==> config.mk <==
export PLATFORM = sky130hd
export DESIGN_NAME = sticky_edge_capture
export DESIGN_NICKNAME = d
export VERILOG_FILES = /design/src/rtl/sticky_edge_capture_pkg.sv /design/src/rtl/sec_sync.sv /design/src/rtl/sec_oneshot.sv /design/src/rtl/sec_flag.sv /design/src/rtl/sticky_edge_capture.sv
export SDC_FILE = /design/constraint.sdc
export NUM_CORES = 1
export LEC_CHECK = 0
export CAP_MARGIN = 10
export CORE_AREA = 2 2 39 41
export CTS_BUF_LIST = sky130_fd_sc_hd__clkbuf_16
export DETAILED_ROUTE_END_ITERATION = 6
export DIE_AREA = 0 0 41 43
export PLACE_DENSITY_LB_ADDON = 0.25
export SETUP_SLACK_MARGIN = 0.2
export SYNTH_ARGS = -nofsm -noshare
export SYNTH_HDL_FRONTEND = slang
export SYNTH_SLANG_ARGS = --single-unit
==> constraint.sdc <==
create_clock -name clk -period 2.3 [get_ports clk]
set_input_delay 0.23 -clock clk [delete_from_list [all_inputs] [get_ports clk]]
set_output_delay 0.23 -clock clk [all_outputs]
set_load 0.1 [all_outputs]
==> src/rtl/sticky_edge_capture_pkg.sv <==
package sticky_edge_capture_pkg;
  localparam int unsigned DEF_SYNC_STAGES = 2;
  localparam int unsigned DEF_CLR_CYCLES  = 2;

  function automatic int unsigned cnt_width(input int unsigned max_val);
    int unsigned w;
    w = 1;
    while ((1 << w) <= max_val) w++;
    return w;
  endfunction
endpackage

==> src/rtl/sec_sync.sv <==
module sec_sync #(
  parameter int unsigned STAGES = 2
) (
  input  logic clk,
  input  logic rst,
  input  logic async_i,
  output logic level_o
);
  logic [STAGES-1:0] chain_q;

  generate
    for (genvar g = 0; g < STAGES; g++) begin : g_stage
      if (g == 0) begin : g_first
        always_ff @(posedge clk) begin
          if (rst) chain_q[0] <= 1'b0;
          else     chain_q[0] <= async_i;
        end
      end else begin : g_next
        always_ff @(posedge clk) begin
          if (rst) chain_q[g] <= 1'b0;
          else     chain_q[g] <= chain_q[g-1];
        end
      end
    end
  endgenerate

  assign level_o = chain_q[STAGES-1];
endmodule

==> src/rtl/sec_oneshot.sv <==
module sec_oneshot
  import sticky_edge_capture_pkg::*;
#(
  parameter int unsigned CLR_CYCLES = DEF_CLR_CYCLES
) (
  input  logic clk,
  input  logic rst,
  input  logic ack_i,
  output logic busy_o
);
  localparam int unsigned CW = cnt_width(CLR_CYCLES);
  localparam logic [CW-1:0] LOAD = CW'(CLR_CYCLES);

  logic          ack_q;
  logic [CW-1:0] cnt_q;
  logic          ack_rise;

  assign ack_rise = ack_i & ~ack_q;

  always_ff @(posedge clk) begin
    if (rst) begin
      ack_q <= 1'b0;
      cnt_q <= '0;
    end else begin
      ack_q <= ack_i;
      if (cnt_q != '0)   cnt_q <= cnt_q - 1'b1;
      else if (ack_rise) cnt_q <= LOAD;
    end
  end

  assign busy_o = (cnt_q != '0);

  // Checker-side run length counter
  logic [CW:0] run_q;
  always_ff @(posedge clk) begin
    if (rst)         run_q <= '0;
    else if (busy_o) run_q <= run_q + 1'b1;
    else             run_q <= '0;
  end

  a_r5_pulse_len: assert property (@(posedge clk) disable iff (rst)
    run_q <= (CW+1)'(CLR_CYCLES));
  a_r5_pulse_full: assert property (@(posedge clk) disable iff (rst)
    (!busy_o && run_q != '0) |-> run_q == (CW+1)'(CLR_CYCLES));
  a_r4_start: assert property (@(posedge clk) disable iff (rst)
    (ack_i && !ack_q && !busy_o) |=> busy_o);
  a_r6_no_retrig: assert property (@(posedge clk) disable iff (rst)
    (ack_i && ack_q && !busy_o) |=> !busy_o);
endmodule

==> src/rtl/sec_flag.sv <==
module sec_flag (
  input  logic clk,
  input  logic rst,
  input  logic level_i,
  input  logic clr_i,
  output logic flag_o
);
  logic prev_q;
  logic flag_q;
  logic rise;

  assign rise = level_i & ~prev_q;

  always_ff @(posedge clk) begin
    if (rst) begin
      prev_q <= 1'b0;
      flag_q <= 1'b0;
    end else begin
      prev_q <= level_i;
      if (clr_i)     flag_q <= 1'b0;
      else if (rise) flag_q <= 1'b1;
    end
  end

  assign flag_o = flag_q;

  a_r2_sticky: assert property (@(posedge clk) disable iff (rst)
    (flag_q && !clr_i) |=> flag_q);
  a_r7_clear_wins: assert property (@(posedge clk) disable iff (rst)
    clr_i |=> !flag_q);
  a_r1_set: assert property (@(posedge clk) disable iff (rst)
    (rise && !clr_i) |=> flag_q);
endmodule

==> src/rtl/sticky_edge_capture.sv <==
module sticky_edge_capture
  import sticky_edge_capture_pkg::*;
#(
  parameter int unsigned SYNC_STAGES = DEF_SYNC_STAGES,
  parameter int unsigned CLR_CYCLES  = DEF_CLR_CYCLES
) (
  input  logic clk,
  input  logic rst,
  input  logic sig_async_i,
  input  logic ack_req_i,
  output logic flag_o,
  output logic clr_busy_o
);
  logic level_s;
  logic busy_s;

  sec_sync #(.STAGES(SYNC_STAGES)) u_sync (
    .clk(clk), .rst(rst), .async_i(sig_async_i), .level_o(level_s));

  sec_oneshot #(.CLR_CYCLES(CLR_CYCLES)) u_oneshot (
    .clk(clk), .rst(rst), .ack_i(ack_req_i), .busy_o(busy_s));

  sec_flag u_flag (
    .clk(clk), .rst(rst), .level_i(level_s), .clr_i(busy_s), .flag_o(flag_o));

  assign clr_busy_o = busy_s;

  a_r8_reset: assert property (@(posedge clk)
    rst |=> (!flag_o && !clr_busy_o));
endmodule

==> flow_summary.yaml <==
synth:
  yosysUniqueCellTypes: 12
  syn_nets: 33
  yosysWarnings: 0
  synth_area_um2: 295
  ys_seq_area_share_pct: 47.5
  synth_cells: 27
  ys_ff_latch: 7
  synth.avg_cell_area_um2: 10.9
timing:
  max_slew_margin_pct: 81.6
  tns_ns: 0
  finalCritPeriodShare_pct: 63.3
  setup_slack_ns: 0.843
  setup_viol: 0
  maxSlewViolCount: 0
  tightest_slew_ns: 0.278
  hold_viol: 0
  fmax_mhz: 686
  period_needed_ns: 1.46
  finClkSkew_ns: 0.00312
  rsz0062_at_grt: "no"
power_and_ir_drop:
  ir_worst_vdd_mv: 0.438
  p_leak_nw: 0.196
  power_density_nw_per_um2: 1540
floorplan:
  coreArea_um2: 1380
  die_h_um: 43
  fp.dieArea_um2: 1760
  die_w_um: 41
  start_util_pct: 21.3
  io_pins: 6
  num_rows: 14
cts:
  cts_buffer_depth: 2
  holdBufCountCts: 0
  clkTransAtPathRegs_ns: 0.04
  cts_buffers: 3
  cts_tree: "done"
  cts_setup_buffers: 0
  clockRootBuffer: "clkbuf_16"
  cts.repair.resized: 0
  cts.sinks: 7
  h-tree-depth: 1
  worstSkewPairLatency_ns: 0.23
global_routing:
  grt_usage_pct: 7.75
  grt_overflow_total: 0
  met3_usage_pct: 6.28
  grt_max_degree: 10
  grt_pass1_wl_um: 759
  grtUsageMet1_pct: 8.09
  grt_pass1_vias: 185
  globalRouteMet2Util_pct: 7.81
  busiest_layer: "met4"
  antenna_found_initial: 0
placement:
  postPlaceCellArea_um2: 360
  place_ws_ns: 0.988
  port_buffers: 5
  hpwl_um: 327
  routabilityCongestion: 0.638
drt:
  first_pass_iters: 1
  wirelength_um: 439
  wl_per_cell_um: 8.44
  via_per_inst: 3.71
  vias: 193
  ant_nets: 0
  drc_errors: 0
  drt-initial-drc-count: 0
cells_and_area:
  diodes: 0
  nNetsFinal: 43
  design_area_um2: 439
  drive_gt1_share_pct: 38.9
  area_growth_pct: 48.7
  final_core_util_pct: 31.7
critical_path:
  ff2ff_setup_slack_ns: 1.12
  cp.arrival_ns: 1.23
  endpoint_kind: "output port"
  required_ns: 2.07
  critPathMaxFanout: 3
  r2r_end: "u_oneshot.cnt_q[1]"
  r2r_start: "u_oneshot.cnt_q[0]"
  cp-start-kind: "flop"
  path_class: "reg -> out"
  reg2regPathDepth: 5
job:
  drv_cap: 0
hold_path:
  hold_path.class: "reg -> reg"
  min_path_cells: 1
  whs_endpoint: "u_sync.level_o"
  worstHoldStart: "u_sync.chain_q[0]"
outcome:
  status: "complete, no violations"
placed cells by master (no fill, tap or decap), types with 2 or more instances in the layout:
| cell | count |
|---|---|
| clkbuf_16 | 3 |
| dfxtp_1 | 7 |
| inv_1 | 5 |
| nand2b_2 | 2 |
| nor2_1 | 2 |
| and2b_2 | 4 |
| buf_4 | 2 |
| clkdlybuf4s50_1 | 3 |
| ha_1 | 2 |
per-layer routing:
metal	wire (um)	part of all wire (%)
met5	0	0
met2	185	42
met3	42	9.6
met1	183	42
met4	28	6.4
critical path, stage by stage (launching register included):
cell and delay, ns:
dfxtp_1 0.34, inv_1 0.07, ha_1 0.20, inv_2 0.09
buf_4 0.29
area by class of cell:
class	count	area [um2]
sequential	7	140
timing repair buffer	5	45.0
multi-input combinational	15	136
inverter	5	18.8
tap	16	20.0
fill	145	945
clock buffer	3	75.1
clock inverter	1	3.75
per-stage QoR:
step	hold WS, ns	power (mW)	std cells
final	0.443	0.676	52
after global routing	0.460	0.713	52
after CTS	0.448	0.686	52
after detailed placement	0.440	0.389	48
after global placement	0.436	0.380	48
after floorplan	0.309	0.342	27
cells in the mapped netlist, drive strengths merged:
| cell type | n | area, um2 |
|---|---|---|
| nor2 | 2 | 7.51 |
| nand2b | 2 | 17.5 |
| mux2i | 1 | 10.0 |
| nor3 | 1 | 5.00 |
| and2b | 4 | 35.0 |
| ha | 2 | 25.0 |
| a21oi | 2 | 21.3 |
| inv | 5 | 18.8 |
| dfxtp | 7 | 140 |
| mux2 | 1 | 15.0 |
kinds of logic after synthesis:
group                      count (synthesis)  synth area share [%]
and+or+nand+nor                            9                  22.0
muxes                                      2                  8.47
DFF                                        7                  47.5
adders and majority gates                  2                  8.47
buffers and inverters                      5                  6.35
AOI/OAI and AO/OA                          2                  7.20
worst max-delay path by stage:
stage	startpoint	cells past startpoint	to	slack [ns]
2_1_floorplan	u_oneshot.cnt_q[0]	5	u_oneshot.cnt_q[1]	0.87
3_3_place_gp	ack_req_i	3	u_oneshot.cnt_q[1]	1.00
3_5_place_dp	ack_req_i	3	u_oneshot.cnt_q[1]	0.99
4_1_cts	u_oneshot.cnt_q[0]	4	clr_busy_o	0.83
5_1_grt	u_oneshot.cnt_q[0]	4	clr_busy_o	0.78
6_report	u_oneshot.cnt_q[0]	4	clr_busy_o	0.84
report_power, final:
group / internal [mW] / switching, mW
Combinational: 0.0735 / 0.161
Sequential: 0.141 / 0.00904
Clock: 0.226 / 0.0658
Total: 0.441 / 0.235
state kept, by name (all words and copies together), names as in the netlist:
register         count
u_sync.chain_q       1
u_flag.flag_o        1
u_oneshot.ack_q      1
u_flag.prev_q        1
u_sync.level_o       1
u_oneshot.cnt_q      2
Power figures use the tool's default switching activity.
